===== config.mk =====
export PLATFORM = sky130hd
export DESIGN_NAME = crc_buf_sum
export DESIGN_NICKNAME = d
export VERILOG_FILES = /design/src/rtl/crc_buf_pkg.sv /design/src/rtl/crc_byte_step.sv /design/src/rtl/crc_rd_seq.sv /design/src/rtl/crc_acc.sv /design/src/rtl/crc_buf_sum.sv
export SDC_FILE = /design/constraint.sdc
export NUM_CORES = 1
export LEC_CHECK = 0
export BUFFER_PORTS_ARGS = -buffer_cell sky130_fd_sc_hd__buf_4
export CAP_MARGIN = 20
export CORE_MARGIN = 5
export CORE_UTILIZATION = 33
export CTS_CLUSTER_DIAMETER = 40
export DETAILED_ROUTE_END_ITERATION = 6
export PLACE_DENSITY = 0.49
export SETUP_SLACK_MARGIN = 0.5
export SLEW_MARGIN = 20
export SYNTH_ARGS = -nofsm -noshare
export SYNTH_HDL_FRONTEND = slang
export SYNTH_SLANG_ARGS = --single-unit

===== constraint.sdc =====
create_clock -name clk -period 2.7 [get_ports clk]
set_input_delay 0.135 -clock clk [delete_from_list [all_inputs] [get_ports clk]]
set_output_delay 0.135 -clock clk [all_outputs]
set_load 0.005 [all_outputs]

===== src/rtl/crc_buf_pkg.sv =====
package crc_buf_pkg;
  localparam int CRC_W  = 16;
  localparam int BYTE_W = 8;
  localparam logic [CRC_W-1:0] CRC_POLY = 16'h1021;
  localparam logic [CRC_W-1:0] CRC_SEED = 16'h0000;

  typedef logic [CRC_W-1:0]  crc_t;
  typedef logic [BYTE_W-1:0] byte_t;

  // presentation order: low byte of the raw CRC goes to the upper lane
  function automatic crc_t swap_lanes(crc_t v);
    return {v[BYTE_W-1:0], v[CRC_W-1:BYTE_W]};
  endfunction
endpackage


===== src/rtl/crc_byte_step.sv =====
module crc_byte_step
  import crc_buf_pkg::*;
#(
  parameter crc_t POLY = CRC_POLY
) (
  input  crc_t  crc_i,
  input  byte_t data_i,
  output crc_t  crc_o
);
  crc_t chain [0:BYTE_W];

  assign chain[0] = crc_i;

  // one shift-and-reduce stage per data bit, MSB first
  for (genvar i = 0; i < BYTE_W; i++) begin : g_bit
    logic fb;
    assign fb = chain[i][CRC_W-1] ^ data_i[BYTE_W-1-i];
    assign chain[i+1] = {chain[i][CRC_W-2:0], 1'b0} ^ (fb ? POLY : '0);
  end

  assign crc_o = chain[BYTE_W];
endmodule


===== src/rtl/crc_rd_seq.sv =====
module crc_rd_seq #(
  parameter int ADDR_W = 11
) (
  input  logic              clk,
  input  logic              rst,
  input  logic              start_i,
  input  logic [ADDR_W:0]   len_i,
  output logic              rd_en_o,
  output logic [ADDR_W-1:0] rd_addr_o,
  output logic              rd_last_o,
  output logic              len_zero_o
);
  localparam int LEN_W = ADDR_W + 1;
  localparam logic [LEN_W-1:0] DEPTH_L = {1'b1, {ADDR_W{1'b0}}};
  localparam logic [LEN_W-1:0] ONE_L   = LEN_W'(1);

  logic [LEN_W-1:0] eff_len;
  logic [LEN_W-1:0] left_q;
  logic             issuing_q;

  assign eff_len    = (len_i > DEPTH_L) ? DEPTH_L : len_i;
  assign len_zero_o = (len_i == '0);

  always_ff @(posedge clk) begin
    if (rst) begin
      rd_en_o   <= 1'b0;
      rd_addr_o <= '0;
      rd_last_o <= 1'b0;
      left_q    <= '0;
      issuing_q <= 1'b0;
    end else if (start_i) begin
      rd_addr_o <= '0;
      if (len_zero_o) begin
        rd_en_o   <= 1'b0;
        rd_last_o <= 1'b0;
        issuing_q <= 1'b0;
      end else begin
        rd_en_o   <= 1'b1;
        rd_last_o <= (eff_len == ONE_L);
        left_q    <= eff_len - ONE_L;
        issuing_q <= (eff_len != ONE_L);
      end
    end else if (issuing_q) begin
      rd_en_o   <= 1'b1;
      rd_addr_o <= rd_addr_o + 1'b1;
      rd_last_o <= (left_q == ONE_L);
      left_q    <= left_q - ONE_L;
      issuing_q <= (left_q != ONE_L);
    end else begin
      rd_en_o   <= 1'b0;
      rd_last_o <= 1'b0;
    end
  end
endmodule


===== src/rtl/crc_acc.sv =====
module crc_acc
  import crc_buf_pkg::*;
(
  input  logic  clk,
  input  logic  rst,
  input  logic  start_i,
  input  logic  len_zero_i,
  input  logic  rd_en_i,
  input  logic  rd_last_i,
  input  byte_t rd_data_i,
  output crc_t  crc_o,
  output logic  done_o
);
  logic dv_q, dv_last_q;
  crc_t acc_q, acc_nxt;

  crc_byte_step #(.POLY(CRC_POLY)) u_step (
    .crc_i  (acc_q),
    .data_i (rd_data_i),
    .crc_o  (acc_nxt)
  );

  always_ff @(posedge clk) begin
    if (rst) begin
      dv_q      <= 1'b0;
      dv_last_q <= 1'b0;
      acc_q     <= CRC_SEED;
      crc_o     <= '0;
      done_o    <= 1'b0;
    end else if (start_i) begin
      // drop whatever the old run still has in the read pipeline
      dv_q      <= 1'b0;
      dv_last_q <= 1'b0;
      acc_q     <= CRC_SEED;
      done_o    <= len_zero_i;
      if (len_zero_i) crc_o <= swap_lanes(CRC_SEED);
    end else begin
      dv_q      <= rd_en_i;
      dv_last_q <= rd_last_i;
      done_o    <= 1'b0;
      if (dv_q) acc_q <= acc_nxt;
      if (dv_q && dv_last_q) begin
        crc_o  <= swap_lanes(acc_nxt);
        done_o <= 1'b1;
      end
    end
  end
endmodule


===== src/rtl/crc_buf_sum.sv =====
module crc_buf_sum #(
  parameter int ADDR_W = 11
) (
  input  logic              clk,
  input  logic              rst,
  input  logic              start_i,
  input  logic [ADDR_W:0]   len_i,
  output logic              rd_en_o,
  output logic [ADDR_W-1:0] rd_addr_o,
  input  logic [7:0]        rd_data_i,
  output logic [15:0]       crc_o,
  output logic              done_o
);
  logic rd_last, len_zero;

  crc_rd_seq #(.ADDR_W(ADDR_W)) u_seq (
    .clk        (clk),
    .rst        (rst),
    .start_i    (start_i),
    .len_i      (len_i),
    .rd_en_o    (rd_en_o),
    .rd_addr_o  (rd_addr_o),
    .rd_last_o  (rd_last),
    .len_zero_o (len_zero)
  );

  crc_acc u_acc (
    .clk        (clk),
    .rst        (rst),
    .start_i    (start_i),
    .len_zero_i (len_zero),
    .rd_en_i    (rd_en_o),
    .rd_last_i  (rd_last),
    .rd_data_i  (rd_data_i),
    .crc_o      (crc_o),
    .done_o     (done_o)
  );
endmodule


Word-level counts from Yosys, hierarchy flattened
Cells that the tools add are included.
{"block": "word_totals", "reg_bits": 61, "inputBits": 23, "output_inout_bits": 29, "word_cells": 69}
{"block": "classes", "n_addsub": 3, "order_cmp": 1, "eq_ne": 6, "mux": 26, "bitwise": 16, "n_reduce_logical": 7}
{"operator": "$xor A16 B13 Y16", "count": 8}
{"operator": "$mux W13", "count": 8}
{"operator": "$mux W12", "count": 4}
{"operator": "$mux W16", "count": 3}
{"operator": "$eq A12 B1 Y1 const B", "count": 2}
{"operator": "$ne A12 B1 Y1 const B", "count": 2}
{"operator": "$sub A12 B1 Y12 const B", "count": 2}
{"operator": "$gt A12 B12 Y1 const B", "count": 1}
{"operator": "$logic_not A12 Y1", "count": 1}
{"operator": "$add A11 B1 Y11 const B", "count": 1}
{"operator": "$mux W1", "count": 11}
{"operator": "$xor A1 B1 Y1", "count": 8}
{"operator": "$reduce_and A2 Y1", "count": 2}
{"operator": "$reduce_bool A2 Y1", "count": 2}
{"operator": "$ne A2 B1 Y1 const B", "count": 1}
{"operator": "$ne A2 B2 Y1 const B", "count": 1}
{"operator": "$reduce_or A2 Y1", "count": 1}
{"operator": "$logic_and A1 B1 Y1", "count": 1}

Logic depth before layout (Yosys ltp)
Gate-level depths: netlist of run 1.
{"block": "depth", "depth_word": 26, "mapped_depth": 9, "ltp_nobuf": 8}

Hierarchy
Synthesis of run 1 repeated with hierarchy kept, for this count alone.
{"block": "unflattened", "cells_unflattened": 372, "area_unflattened_um2": 3383.2}
{"module": "crc_rd_seq", "n_inst": 1, "cells_each": 208, "area_per_inst_um2": 1635.3, "seq_area_each_um2": 520.5}
{"module": "crc_acc", "n_inst": 1, "cells_each": 134, "area_per_inst_um2": 1322.5, "seq_area_each_um2": 700.7}
{"module": "crc_byte_step", "n_inst": 1, "cells_each": 30, "area_per_inst_um2": 425.4, "seq_area_each_um2": 0.0}

Worst setup path before layout of run 1
Ideal clock, no wire load.
{"block": "synth_timing", "path_type": "input port to flip-flop", "startpoint": "in len_i[11]", "endpoint": "reg u_seq.left_q[6]", "setup_time_ns": 0.132, "arrival_ns": 1.917, "required_time_ns": 2.568, "slack_ns": 0.651, "cell_stages": 9, "path_buffers": 1, "path_cell_list": "inv_1 -> nand2_1 -> ha_1 -> clkbuf_1 -> inv_1 -> or4b_2 -> or3_1 -> a31oi_1 -> o31ai_1"}
{"block": "synth_via", "elab_chain_cells": 5, "word_cells_on_any_way": 8, "cone_classes": "add/sub (1); order compare (1); eq/ne (1); mux (3); reduce/logical (2)"}
{"element": "start: declaration", "line_no": "crc_buf_sum.sv:7", "source": "input logic [ADDR_W:0] len_i,"}
{"element": "$gt A12 B12 Y1", "line_no": "crc_rd_seq.sv:21", "source": "assign eff_len = (len_i > DEPTH_L) ? DEPTH_L : len_i;"}
{"element": "$mux W12", "line_no": "crc_rd_seq.sv:21"}
{"element": "$sub A12 B1 Y12", "line_no": "crc_rd_seq.sv:40", "source": "left_q <= eff_len - ONE_L;"}
{"element": "$mux W12", "line_no": "crc_rd_seq.sv:33", "source": "if (len_zero_o) begin"}
{"element": "$mux W12", "line_no": "crc_rd_seq.sv:31", "source": "end else if (start_i) begin"}
{"element": "end signal: assignment", "line_no": "crc_rd_seq.sv:40"}
{"element": "end signal: assignment", "line_no": "crc_rd_seq.sv:47", "source": "left_q <= left_q - ONE_L;"}
{"element": "end: declaration", "line_no": "crc_rd_seq.sv:18", "source": "logic [LEN_W-1:0] left_q;"}
Parallel ways exist; a longest one is shown, timed or not. The select of a mux whose other input is x is not followed.
A chain may end at the register's enable or synchronous reset.

Final worst setup path of run 1
Ends and elaborated chain as after synthesis.

==> qor.txt, run 1 <==
Port buffer count: 51
Metal3 WL: 277 um
Reg2Reg Setup Slack: 880 ps
Wl on met1: 3.83 mm
Max-cap violations: 0
HPWL Detailed: 5.50 mm
Largest net degree at the start of global routing: 36
Pre-antenna DRT Iters: 5
CTS sink count: 61
Clk_skew: 12.1 ps
Post-Syn Instances: 370
Seq cells post-synth: 61
Count leader, synth: dfxtp_1
ANT nets after route: 0
Slew @ Worst Pin: 657 ps
Nets: 446
RSZ-0062 raised after global routing: no
Peak Freq: 505 MHz
Power per Cell Area: 548 nW/um^2
Post-synth top area cell: dfxtp_1
CP required: 2910 ps
CTS max path bufs: 2
Yosys warnings: 0
# IOs: 52
Vias: 2745
Placed insts: 518
R2R depth: 4
Initial DRC Count: 138
Slew headroom: 55.9%
Routed WL: 7.87 mm
Post-CTS Setup Inserts: 0
Clock root buffer master: clkbuf_8
Final TNS setup: 0 ps
Metal2 WL: 3.69 mm
First-pass GRT wire length: 13.1 mm
Die area: 11400 um^2
Synth top cells by count: 61 x dfxtp_1, 59 x nor2_1, 21 x nand2_1
Die width: 107 um
Endpoint class of the critical path: register
Distinct cell type count after synthesis: 53
All-layer global routing usage: 14.2%
Final Setup Violations: 0
Kind of critical path: primary input to register
CTS clk-pin slew, worst paths: 70 ps
Hold Crit Class: primary input to register
Layout cells sized above 1: 19.4%
GPL Wtd Cong: 0.826
Die Ht: 107 um
Post-route clock period utilization: 73.3%
Initial antenna violation count: 0
CP Max Fanout: 13
Sequential area share after synthesis: 39.6%
Drt drc: 0
Area Growth Syn to Fin: 22.3%
CP dominant cell by count: inv_1
Area share of the largest cell type after synthesis: 39.6%
Routed vias/inst: 5.15
Asr flop ratio synth: 0%
Per-cell routed wire length: 14.8 um
Minimum clock period: 1980 ps
Hold Crit Depth: 3
Critical Path Source Type: primary input
Synth top area cells: dfxtp_1 40%, nor2_1 7.2%, xor2_1 5.7%, xnor2_1 5.1%, mux2i_1 3.6%
Core area: 9150 um^2
Slew Viols, Final: 0
CP max-delay cell: or4b_2
Number of enable flip-flop cells after synthesis: 0
Status: completed
Post_cts resized: 0
Fin cells: 533
Mapped Avg Cell Area: 8.33 um^2
Dominant synthesized flop cell: dfxtp_1
Skew-Pair Late Insertion Delay: 330 ps
Num CTS Buffers: 9
GR Overflow Total: 0
Mapped Nets: 398
Total power draw: 2.06 mW
Peak supply drop: 0.292 mV
Max incr delay on CP: 660 ps
# hold bufs at CTS: 0
CTS tree: built
Final hold violations: 0
Crit-path cells: buf_4 > inv_1 > nand2_1 > ha_1 > inv_1 > or4b_2 > or3_1 > a31oi_1 > o31ai_1
Row count: 35
Static leakage: 1.45 nW
Via count of the first global-routing pass: 2656
H-tree depth: 3
N_diodes: 0
Starting density of the core: 33.7%
Highest Signal Layer: met4
Mapped Area: 3080 um^2
Worst EP arrival: 2190 ps
Worst hold slack: 197 ps
## worst max-delay path: cells and delay by family
| kind | cells | cell delay, ps |
|---|---|---|
| simple gates | 3 | 1100 |
| compound gates | 2 | 240 |
| buf+inv | 3 | 380 |
| fa+ha+maj | 1 | 320 |
## layer usage
layer | GRT usage, % | up-vias
li1 | - | 1394
met3 | 3.55 | 8
met5 | 0 | -
met1 | 18.9 | 1299
met2 | 22.2 | 44
met4 | 5.57 | 0
## placed cells by master (no fill, tap or decap), drive strengths merged, types with 3 or more instances in the layout
master,synthesis,routed
ha,5,5
mux2i,11,11
buf,5,59
dfxtp,61,61
nand3,18,18
clkbuf,17,11
a21oi,20,20
o21ai,16,16
a211oi,9,9
xor2,20,20
nor2,59,59
inv,12,12
nor4,5,5
or4b,3,3
or3,3,3
a31oi,13,13
nor3,8,8
or4,5,5
nor2b,9,9
and3,3,3
xnor2,18,18
nand2,21,21
nand4,5,5
## power breakdown
part | switching (mW) | total (mW) | internal (mW)
sequential | 0.0285 | 0.953 | 0.924
clock | 0.347 | 0.815 | 0.468
combinational | 0.172 | 0.298 | 0.125
total | 0.548 | 2.06 | 1.52
## final timing paths
path | start | end
max | len_i[11] | u_seq.left_q[6]
max reg2reg | u_seq.issuing_q | u_seq.left_q[5]
min reg2reg | u_seq.rd_last_o | u_acc.dv_last_q
min | len_i[8] | u_seq.left_q[8]
## flip-flops by register name, indices dropped and copies added, names as in the netlist
name	flops
u_acc.dv_last_q	1
u_acc.dv_q	1
u_acc.crc_o	16
u_seq.rd_last_o	1
u_seq.rd_en_o	1
u_seq.left_q	12
u_acc.done_o	1
u_seq.issuing_q	1
u_acc.acc_q	16
u_seq.rd_addr_o	11
## area by class of cell
type | instances | area [um^2]
clock inverter | 4 | 47.5
multi-input combinational | 275 | 1720
inverter | 12 | 45.0
timing repair buffer | 59 | 443
sequential | 61 | 1220
tap | 111 | 139
clock buffer | 11 | 151
fill | 928 | 5380
## through the flow
stage               worst slack [ps]  cell area, um^2  utilization [%]
floorplan                        651             3080                -
global placement                 430             3570             39.0
detailed placement               379             3570             39.0
CTS                              744             3770             41.2
global route                     609             3770             41.2
finish                           720             3770             41.2
## kinds of logic after synthesis
family                     count (synthesis)  share of synthesized area, %
AOI/OAI and AO/OA                         73                          15.5
xor gates and xnor gates                  38                          10.8
adders and majority gates                  5                          2.03
buffers and inverters                     34                          4.46
DFF                                       61                          39.6
muxes                                     11                          3.57
and+or+nand+nor                          148                          24.1
Power figures use the tool's default switching activity.
==> run 2, diff against run 1 <==
--- a/config.mk
+++ b/config.mk
@@ -11,7 +11,7 @@
 export CORE_UTILIZATION = 33
 export CTS_CLUSTER_DIAMETER = 40
 export DETAILED_ROUTE_END_ITERATION = 6
-export PLACE_DENSITY = 0.49
+export PLACE_DENSITY = 0.5
 export SETUP_SLACK_MARGIN = 0.5
 export SLEW_MARGIN = 20
 export SYNTH_ARGS = -nofsm -noshare
==> constraint.sdc (replaced) <==
create_clock -name clk -period 1.6 [get_ports clk]
set_input_delay 0.08 -clock clk [delete_from_list [all_inputs] [get_ports clk]]
set_output_delay 0.08 -clock clk [all_outputs]
set_load 0.005 [all_outputs]
==> run 2 against run 1 <==
  * Final area is 41% higher
  * Clock power is 99% higher
  * Hold slack worse by 120 ps
  * Count of clock-buffer cells in the layout stayed put
  * Critical endpoint is now u_seq.left_q[10]
  * Highest routed layer unchanged
==> qor.txt, run 2 (synthesis results as in run 1) <==
Die area: 11400 um^2 (unchanged)
Switching Share: 27.7% (+1.1 points)
Routed vias/inst: 5.10 (-0.97%)
Min-Delay Endpoint: u_seq.left_q[1]
CTS tree: built
Comb pwr share: 21.9% (+7.5 points)
Bufs and invs on worst path: 2 (-1)
Commonest non-fill, non-tap cell in the layout: buf_4
Slew @ Worst Pin: 665 ps (+8.01 ps)
# hold bufs at CTS: 0 (unchanged)
Pre-antenna DRT Iters: 4 (-1)
Core area: 9150 um^2 (unchanged)
Endpoint class of the critical path: register
All-layer global routing usage: 16.1% (+1.8 points)
Vias: 3050 (+11%)
Static leakage: 1.98 nW (+37%)
Kind of critical path: primary input to register
Slew headroom: 55.6% (-0.22 points)
CTS sink count: 61 (unchanged)
RSZ-0062 raised after global routing: yes
Area Growth Syn to Fin: 72.4%
Initial antenna violation count: 0 (unchanged)
Largest net degree at the start of global routing: 30 (-17%)
HPWL Detailed: 6.13 mm (+11%)
Clock Power Share: 39.2% (-0.3 points)
Hold path start: rst
Biggest regs: u_acc.acc_q x16, u_acc.crc_o x16, u_seq.left_q x12
GPL Wtd Cong: 0.797 (-3.5%)
H-tree depth: 3 (unchanged)
CP required: 1870 ps (-1040 ps)
GR Overflow Total: 0 (unchanged)
Hold Crit Depth: 2 (-1)
CP max-delay cell: or4b_4
Placed Area: 4130 um^2 (+16%)
Slew Viols, Final: 0 (unchanged)
P_int: 3.00 mW (+97%)
Status: completed
Hold Crit Class: primary input to register
Layout cells sized above 1: 52.6% (+33 points)
Clk_skew: 11.7 ps (-0.361 ps)
CP Max Fanout: 7 (-6)
DP Worst Slack: -356 ps (-735 ps)
Skew-Pair Late Insertion Delay: 340 ps (about the same)
Worst EP arrival: 1860 ps (-330 ps)
Critical Path Source Type: primary input
Post-route clock period utilization: 99.5%
CTS clk-pin slew, worst paths: 70 ps (about the same)
Peak Freq: 628 MHz
Row count: 35 (unchanged)
Num CTS Buffers: 9 (unchanged)
Placed insts: 552 (+6.6%)
Drt drc: 0 (unchanged)
N_diodes: 0 (unchanged)
Power per Cell Area: 779 nW/um^2 (+42%)
Max incr delay on CP: 660 ps (about the same)
Die Ht: 107 um (unchanged)
Die width: 107 um (unchanged)
Peak supply drop: 0.354 mV (+21%)
Minimum clock period: 1590 ps
Commonest cells after routing, fill and taps aside: 92 x buf_4, 53 x nor2_1, 41 x dfxtp_1, 24 x buf_6, 19 x nand2_1
Routed WL: 9.35 mm (+19%)
Clock root buffer master: clkbuf_8
CTS max path bufs: 2 (unchanged)
Finished Cell Area: 5320 um^2 (+41%)
Max-cap violations: 0 (unchanged)
ANT nets after route: 0 (unchanged)
R2R depth: 5 (+1)
Reg2Reg Setup Slack: 40 ps (-840 ps)
Setup WS post-layout: 8.53 ps (-712 ps)
Final hold violations: 0 (unchanged)
Register share of total power: 38.9% (-7.2 points)
RR Startpoint: u_seq.left_q[7]
Worst hold slack: 73.1 ps (-124 ps)
# IOs: 52 (unchanged)
P_sw: 1.15 mW (+110%)
Port buffer count: 51 (unchanged)
Critical path's top delay family: simple AND/OR/NAND/NOR gates
Crit-path cells: buf_6 > or4_4 > or4b_4 > buf_12 > o21ai_4 > nand2_1 > a31oi_1
Via count of the first global-routing pass: 2978 (+12%)
Final Setup Violations: 0 (unchanged)
Starting density of the core: 33.7% (unchanged)
First-pass GRT wire length: 14.7 mm (+12%)
Initial DRC Count: 105 (-24%)
Per-cell routed wire length: 15.6 um (+5.8%)
Fin cells: 598 (+12%)
Final TNS setup: 0 ps (unchanged)
Nets: 510 (+14%)
R2R Path End: u_seq.rd_last_o
## run 2: cell types whose count changed in the layout (fill, tap and decap cells not counted), sizes merged
cell / delta
buf: +62
bufinv: +1
clkbuf: +1
clkinvlp: +1
inv: -1
o21ai: +1
## run 2: through the flow
step,power [mW],util [%]
after floorplan,2.01,-
after global placement,2.29,45.2
after detailed placement,2.29,45.2
after CTS,4.06,53.4
after global routing,4.32,58.1
final,4.14,58.1
## run 2: layout make-up
type	count	area, um^2
fillers	791	3840
multi-input cells	276	2530
flip-flops and latches	61	1280
repair buffers	122	1080
clock buffers	11	153
well taps	111	139
clock inverters	5	81.3
inverters	12	48.8
## run 2: worst max path at each step
stage / slack (ps) / end / startpoint / cells past startpoint
detailed placement: -360 / u_seq.left_q[7] / len_i[6] / 6
floorplan: -220 / u_seq.left_q[6] / len_i[11] / 9
finish: 9 / u_seq.left_q[10] / len_i[8] / 7
CTS: 50 / u_seq.left_q[6] / len_i[8] / 7
global route: -20 / u_seq.left_q[6] / len_i[5] / 7
global placement: -330 / u_seq.left_q[6] / len_i[5] / 7
## run 2: timing repair
item	4_1_cts	5_1_grt
buffers inserted	24	4
cloned	1	1
endpoints found under the setup margin	55	56
resized for setup	65	64
pin swaps	38	36
## run 2: worst reg2reg max path: stages (launching register included)
cell,delay [ps]
dfxtp_2,360
nor4_4,300
and3b_1,210
nand4b_1,120
or3b_1,370
a21oi_1,130
## run 2: power groups by stage
stage / logic (mW) / registers [mW] / clock network (mW)
floorplan: 0.382 / 1.63 / 0
global placement: 0.650 / 1.64 / 0
detailed placement: 0.649 / 1.64 / 0
CTS: 0.808 / 1.62 / 1.64
global route: 0.983 / 1.62 / 1.72
finish: 0.908 / 1.61 / 1.62
## run 2: routing by layer
layer / GRT usage (%) / up-vias / share of wire [%]
met5: 0 / - / 0
met4: 4.75 / 0 / 1.6
met3: 3.31 / 14 / 3.0
met2: 27.7 / 45 / 50
met1: 20.2 / 1467 / 45
li1: - / 1524 / -
